## src/rtl/iso_dup_pkg.sv

```systemverilog
package iso_dup_pkg;
  localparam int unsigned DEF_CHANNELS = 64;

  typedef enum logic {
    STREAM_ASYNC = 1'b0,
    STREAM_ISO   = 1'b1
  } stream_kind_e;
endpackage

```

## src/rtl/chan_heard_tracker.sv

```systemverilog
module chan_heard_tracker #(
  parameter int unsigned NUM_CH = 64,
  localparam int unsigned CH_W = $clog2(NUM_CH)
) (
  input  logic              clk,
  input  logic              rst,
  input  logic              bus_reset_i,
  input  logic              cyc_start_i,
  input  logic              rec_i,
  input  logic [CH_W-1:0]   chan_i,
  output logic [NUM_CH-1:0] heard_o
);
  // one flop per channel; a new packet beats the cycle-start clear
  for (genvar g = 0; g < NUM_CH; g++) begin : g_chan
    always_ff @(posedge clk) begin
      if (rst || bus_reset_i)
        heard_o[g] <= 1'b0;
      else if (rec_i && (chan_i == CH_W'(g)))
        heard_o[g] <= 1'b1;
      else if (cyc_start_i)
        heard_o[g] <= 1'b0;
    end
  end
endmodule

```

## src/rtl/dup_detector.sv

```systemverilog
module dup_detector #(
  parameter int unsigned NUM_CH = 64,
  localparam int unsigned CH_W = $clog2(NUM_CH)
) (
  input  logic              clk,
  input  logic              rst,
  input  logic              mask_wr_i,
  input  logic [NUM_CH-1:0] mask_i,
  input  logic              iso_pkt_i,
  input  logic [CH_W-1:0]   chan_i,
  input  logic              clr_i,
  output logic              irq_o,
  output logic [CH_W-1:0]   chan_o
);
  logic [NUM_CH-1:0] tx_mask_q;
  logic              hit;
  logic              capture;

  assign hit     = iso_pkt_i && tx_mask_q[chan_i];
  assign capture = hit && (!irq_o || clr_i);

  always_ff @(posedge clk) begin
    if (rst)
      tx_mask_q <= '0;
    else if (mask_wr_i)
      tx_mask_q <= mask_i;
  end

  always_ff @(posedge clk) begin
    if (rst) begin
      irq_o  <= 1'b0;
      chan_o <= '0;
    end else begin
      if (capture) begin
        irq_o  <= 1'b1;
        chan_o <= chan_i;
      end else if (clr_i) begin
        irq_o  <= 1'b0;
      end
    end
  end
endmodule

```

## src/rtl/iso_dup_monitor.sv

```systemverilog
module iso_dup_monitor
  import iso_dup_pkg::*;
#(
  parameter int unsigned NUM_CH = DEF_CHANNELS,
  localparam int unsigned CH_W = $clog2(NUM_CH)
) (
  input  logic              clk,
  input  logic              rst,
  input  logic              bus_reset_i,
  input  logic              cyc_start_i,
  input  logic              pkt_valid_i,
  input  logic              pkt_is_iso_i,
  input  logic [CH_W-1:0]   pkt_chan_i,
  input  logic              tx_mask_wr_i,
  input  logic [NUM_CH-1:0] tx_mask_i,
  input  logic              dup_clr_i,
  output logic [NUM_CH-1:0] tx_inhibit_o,
  output logic              dup_irq_o,
  output logic [CH_W-1:0]   dup_chan_o
);
  stream_kind_e kind;
  logic         iso_pkt;

  assign kind    = stream_kind_e'(pkt_is_iso_i);
  assign iso_pkt = pkt_valid_i && (kind == STREAM_ISO);

  chan_heard_tracker #(.NUM_CH(NUM_CH)) heard_i (
    .clk        (clk),
    .rst        (rst),
    .bus_reset_i(bus_reset_i),
    .cyc_start_i(cyc_start_i),
    .rec_i      (iso_pkt),
    .chan_i     (pkt_chan_i),
    .heard_o    (tx_inhibit_o)
  );

  dup_detector #(.NUM_CH(NUM_CH)) det_i (
    .clk      (clk),
    .rst      (rst),
    .mask_wr_i(tx_mask_wr_i),
    .mask_i   (tx_mask_i),
    .iso_pkt_i(iso_pkt),
    .chan_i   (pkt_chan_i),
    .clr_i    (dup_clr_i),
    .irq_o    (dup_irq_o),
    .chan_o   (dup_chan_o)
  );
endmodule

```

## config.mk

```make
export PLATFORM = sky130hd
export DESIGN_NAME = iso_dup_monitor
export DESIGN_NICKNAME = d
export VERILOG_FILES = /design/src/rtl/iso_dup_pkg.sv /design/src/rtl/chan_heard_tracker.sv /design/src/rtl/dup_detector.sv /design/src/rtl/iso_dup_monitor.sv
export SDC_FILE = /design/constraint.sdc
export NUM_CORES = 1
export LEC_CHECK = 0
export ABC_CLOCK_PERIOD_IN_PS = 3930
export BUFFER_PORTS_ARGS = -buffer_cell sky130_fd_sc_hd__buf_4
export CAP_MARGIN = 5
export CORE_MARGIN = 5
export CORE_UTILIZATION = 37
export DETAILED_ROUTE_END_ITERATION = 6
export SKIP_CTS_REPAIR_TIMING = 1
export SYNTH_ARGS = -nofsm -noshare
export SYNTH_HDL_FRONTEND = slang
export SYNTH_SLANG_ARGS = --single-unit
export TNS_END_PERCENT = 30
```

## constraint.sdc

```tcl
create_clock -name clk -period 3.93 [get_ports clk]
set_clock_uncertainty 0.05 [all_clocks]
set_input_delay 0.786 -clock clk [delete_from_list [all_inputs] [get_ports clk]]
set_output_delay 0.786 -clock clk [all_outputs]
set_load 0.02 [all_outputs]
```

**Word-level counts from Yosys, hierarchy flattened**

Index checks and enable logic that the tools add are counted.

- Magnitude comparators: 1
- Equal/unequal tests: 63
- Mux-type cells: 69
- Reduce and logical (&&, ||, !) cells: 136

Operators with widths:

| kind | number |
|---|---|
| equality test 6 bit, second input constant | 32 |
| nonzero test 2 bit | 65 |
| equality test 6 x 5 -> 1 bit, second input constant | 16 |
| two-way mux 1 bit | 68 |
| logical AND 1 bit | 67 |
| equality test 6 x 4 -> 1 bit, second input constant | 8 |
| equality test 6 x 3 -> 1 bit, second input constant | 4 |
| equality test 6 x 2 -> 1 bit, second input constant | 2 |
| less-than comparator 6 x 7 -> 1 bit, second input constant | 1 |
| binary-select mux 1 bit (select 6 bit) | 1 |
| equality test 6 x 1 -> 1 bit, second input constant | 1 |
| zero test 6 bit | 1 |
| logical OR 1 bit | 2 |
| zero test 1 bit | 1 |

- Bits in registers: 135
- Output and inout bits: 71
- Logic and storage cells: 336

**Depth between registers and ports, before layout**

- Word-level depth: 5
- Mapped depth: 10

**Hierarchy**

A second synthesis with hierarchy kept.

- Cells, all modules: 585
- Area, all modules: 5686.7 sq um

Modules (own cells, without submodules):

| module | times used | cells each | area an instance (sq um) | seq. area each (sq um) |
|---|---|---|---|---|
| dup_detector | 1 | 282 | 3094.2 | 1421.4 |
| chan_heard_tracker | 1 | 302 | 2586.2 | 1281.2 |
| iso_dup_monitor | 1 | 1 | 6.3 | 0.0 |

**Worst setup path after synthesis**

No wires, ideal clock.

- Path type: input-to-reg
- Start: input pkt_chan_i[1]
- End: register det_i.chan_o[0]
- Arrival time: 2.304 ns
- Path slack: 1.504 ns
- Cell stages on the path: 9
- Path through: buf_4 -> buf_8 -> buf_2 -> mux2i_1 -> a21oi_1 -> a211oi_1 -> o32a_1 -> buf_6 -> mux2i_1

- Cells in the longest elaborated chain, start to end: 4

RTL lines:

| what | RTL line | text |
|---|---|---|
| start, declared | iso_dup_monitor.sv:13 | `input logic [CH_W-1:0] pkt_chan_i,` |
| binary-select mux 1 bit (select 6 bit) | dup_detector.sv:19 | `assign hit = iso_pkt_i && tx_mask_q[chan_i];` |
| two-way mux 1 bit (not written as such) | dup_detector.sv:19 |  |
| logical AND 1 bit | dup_detector.sv:19 |  |
| logical AND 1 bit | dup_detector.sv:20 | `assign capture = hit && (!irq_o \|\| clr_i);` |
| end signal, assigned | dup_detector.sv:36 | `chan_o <= chan_i;` |
| end, declared | dup_detector.sv:13 | `output logic [CH_W-1:0] chan_o` |

No other way between the ends. The select of a mux whose other input is x is not followed.
A chain may end at the register's enable or synchronous reset.

**Worst setup path after layout**

- Start: input pkt_chan_i[3]
- End: register det_i.chan_o[1]

The elaborated chain is that of the path after synthesis.

==> results.yml <==
clock_network:
  cts-htree-levels: 4
  clockBufferDepth: 2
  clock-root-buffer: "clkbuf_16"
  cts_tree: "done"
  clk_pin_slew_ps: 50
  clock_sinks: 135
  clkLatencyLatePin_ps: 420
  cts_buffers: 17
sta:
  slew_headroom: 0.2242
  rsz0062_at_grt: "false"
  slew_violations: 0
  hold_viol: 0
  setup_viol: 0
  max_freq_mhz: 365.0
  worst-slew-pin-transition_ps: 1157
  fin_ws_ps: 1190
  min_period_ps: 2740
  finalCritPeriodShare: 0.6972
  tns_ps: 0
die:
  dieWidth_um: 133.6
  die_h_um: 133.6
  initial_utilization: 0.3744
  dieArea_um2: 17840
  rows: 45
  fp.coreArea_um2: 15090
  io_pins: 149
logic_synthesis:
  synth_area_um2: 5649
  syn_nets: 701
  synth.area.top_cells: "dfxtp_1 48%, mux2i_1 18%, nor2_1 9.2%, nor2b_1 7.4%, a21oi_1 6.1%"
  yosys_most_used_dff: "dfxtp_1"
  syn_area_per_cell_um2: 9.068
  synth-seq-cells: 135
  synth_mux_area_frac: 0.1810
  yosys.area.top_type: "dfxtp_1"
  async_flop_share: 0
  synth_edf_count: 0
  yosys-top-cells-count: "139 x nor2_1, 135 x dfxtp_1, 101 x mux2i_1, 69 x a21oi_1, 67 x nor2b_1"
  synth_top_family_by_area: "simple AND/OR/NAND/NOR gates"
  synth_top_cell_area_share: 0.4784
  synth_xor_area_frac: 0
  synthCells: 623
  yosysMostFrequentCell: "nor2_1"
  synthSimpleGateAreaFrac: 0.2095
  ys_seq_area_frac: 0.4784
  synth-adder-area-share: 0
  synth-compound-area-share: 0.08859
  ys_warn_count: 0
  synth.distinct_cells: 32
placement:
  hpwl_um: 11100
  place_ws_ps: 752.7
  gp_congestion: 0.7802
  portBuffers: 148
  place_area_um2: 6814
routing:
  antenna_left: 0
  first_iter_violations: 271
  vias: 4673
  via_per_inst: 4.914
  drc: 0
  dr.pass1.iters: 4
  wirelength_um: 16110
  wl_per_cell_um: 16.94
power:
  leakage_nw: 3.306
  p_per_area_nw_per_um2: 448.8
  p_total_mw: 3.329
  peakVddDrop_v: 0.0003158
cells_and_area:
  multiInputGateArea_um2: 2716
  final_util: 0.4915
  drive_gt1_frac: 0.2516
  num_antenna_cells: 0
  final_cell_area_um2: 7417
  fillers: 1419
  final_nets: 828
  synthToLayoutAreaGrowth_pct: 31.30
  seqCellArea_um2: 2703
grt:
  grt_max_degree: 78
  globalRoute.totalOverflow: 0
  antenna_found_initial: 0
  grt_pass1_wl_um: 25160
  grtUsageTotal: 0.1787
  first_global_vias: 4650
worst_setup_path:
  cp_top_family: "compound AO/OA/AOI/OAI gates"
  critPathSlowestCell: "nor2b_1"
  path_cells: "buf_4 -> nor2b_1 -> a22oi_1 -> nand4_1 -> o21ai_1 -> a211oi_1 -> o32a_1 -> mux2i_1"
  worstRegToRegCells: 7
  crit_buf_inv: 1
  path_class: "in -> reg"
  worst-path-stages: 8
  rrSetupSlack_ps: 1910
  crit_path_end_kind: "flop"
  cp_max_fo: 12
  cp.arrival_ps: 3020
  required_ps: 4210
  start_kind: "primary input"
  max_stage_delay_ps: 600
job:
  cap_violations: 0
min_path:
  hold_path_class: "reg -> reg"
  whs_path_depth: 2
status:
  status: "complete, no violations"
==> cells in the final DEF, fill, tap and decap left out <==
master | Yosys | final
nor2b_1 | 67 | 67
clkbuf_1 | 26 | 1
nor3_2 | 1 | 3
inv_6 | 0 | 1
clkinv_2 | 0 | 2
nor2_1 | 139 | 139
o21ai_0 | 2 | 2
a22oi_1 | 12 | 12
clkbuf_8 | 0 | 4
a22o_1 | 2 | 2
clkbuf_16 | 0 | 17
nor4_1 | 1 | 1
o32a_1 | 1 | 1
or2_2 | 1 | 1
and2_4 | 1 | 1
a211oi_1 | 2 | 2
inv_1 | 1 | 1
nand2_1 | 8 | 8
nor3_1 | 9 | 7
mux2_2 | 1 | 1
clkinvlp_4 | 0 | 3
nor2_2 | 1 | 1
mux2i_1 | 101 | 101
dfxtp_1 | 135 | 135
buf_4 | 3 | 154
clkinv_4 | 0 | 2
o21ai_1 | 1 | 1
or3_1 | 2 | 2
nand3_1 | 1 | 1
a21oi_1 | 69 | 69
nand4_1 | 2 | 2
o31ai_1 | 1 | 1
nand2b_1 | 16 | 16
bufinv_16 | 0 | 2
==> cell families (layout without fill, tap and decap cells) <==
group,count (synthesis),in the layout
simple gates,249,249
flops,135,135
mux,102,102
compound gates,90,90
buf+inv,47,187
==> worst reg2reg max path, cell delays in order, from the launching register on <==
cell and delay (ps):
dfxtp_1 320, mux2i_1 170, a22oi_1 110, nand4_1 150, o21ai_1 80, a211oi_1 390
o32a_1 420, mux2i_1 250
==> state kept, by name (all words and copies together), names as in the netlist <==
name / cells
det_i.tx_mask_q: 64
heard_i.heard_o: 64
det_i.chan_o: 6
det_i.irq_o: 1
==> final timing paths <==
kind	from	to
hold / removal	det_i.chan_o[2]$_SDFFE_PP0P_	det_i.chan_o[2]$_SDFFE_PP0P_
hold reg to reg	det_i.chan_o[2]$_SDFFE_PP0P_	det_i.chan_o[2]$_SDFFE_PP0P_
setup / recovery	pkt_chan_i[3]	det_i.chan_o[1]$_SDFFE_PP0P_
setup reg to reg	det_i.tx_mask_q[62]$_SDFFE_PP0P_	det_i.chan_o[1]$_SDFFE_PP0P_
==> per-layer routing <==
| layer | vias up | track usage | wire (um) |
|---|---|---|---|
| li1 | 2350 | - | - |
| met1 | 2182 | 0.2317 | 7314 |
| met2 | 130 | 0.2765 | 7471 |
| met3 | 11 | 0.06269 | 1137 |
| met4 | 0 | 0.06343 | 183 |
| met5 | - | 0 | 0 |
==> power breakdown <==
part	total [mW]	switching [mW]	internal, mW
registers	1.44	0.0233	1.41
clock network	1.60	0.597	1.00
logic	0.295	0.159	0.136
==> cell type report <==
cell class,count,area share
multi-input combinational,441,0.3662
sequential,135,0.3644
timing repair buffer,154,0.1559
clock buffer,22,0.06528
tap,188,0.03171
clock inverter,10,0.01603
inverter,1,0.0005061
==> through the flow <==
| step | hold slack [ps] | instances |
|---|---|---|
| floorplan | 409.6 | 623 |
| global placement | 426.1 | 919 |
| detailed placement | 433.6 | 919 |
| CTS | 448.0 | 951 |
| global route | 475.9 | 951 |
| finish | 442.1 | 951 |
Power figures use the tool's default switching activity.
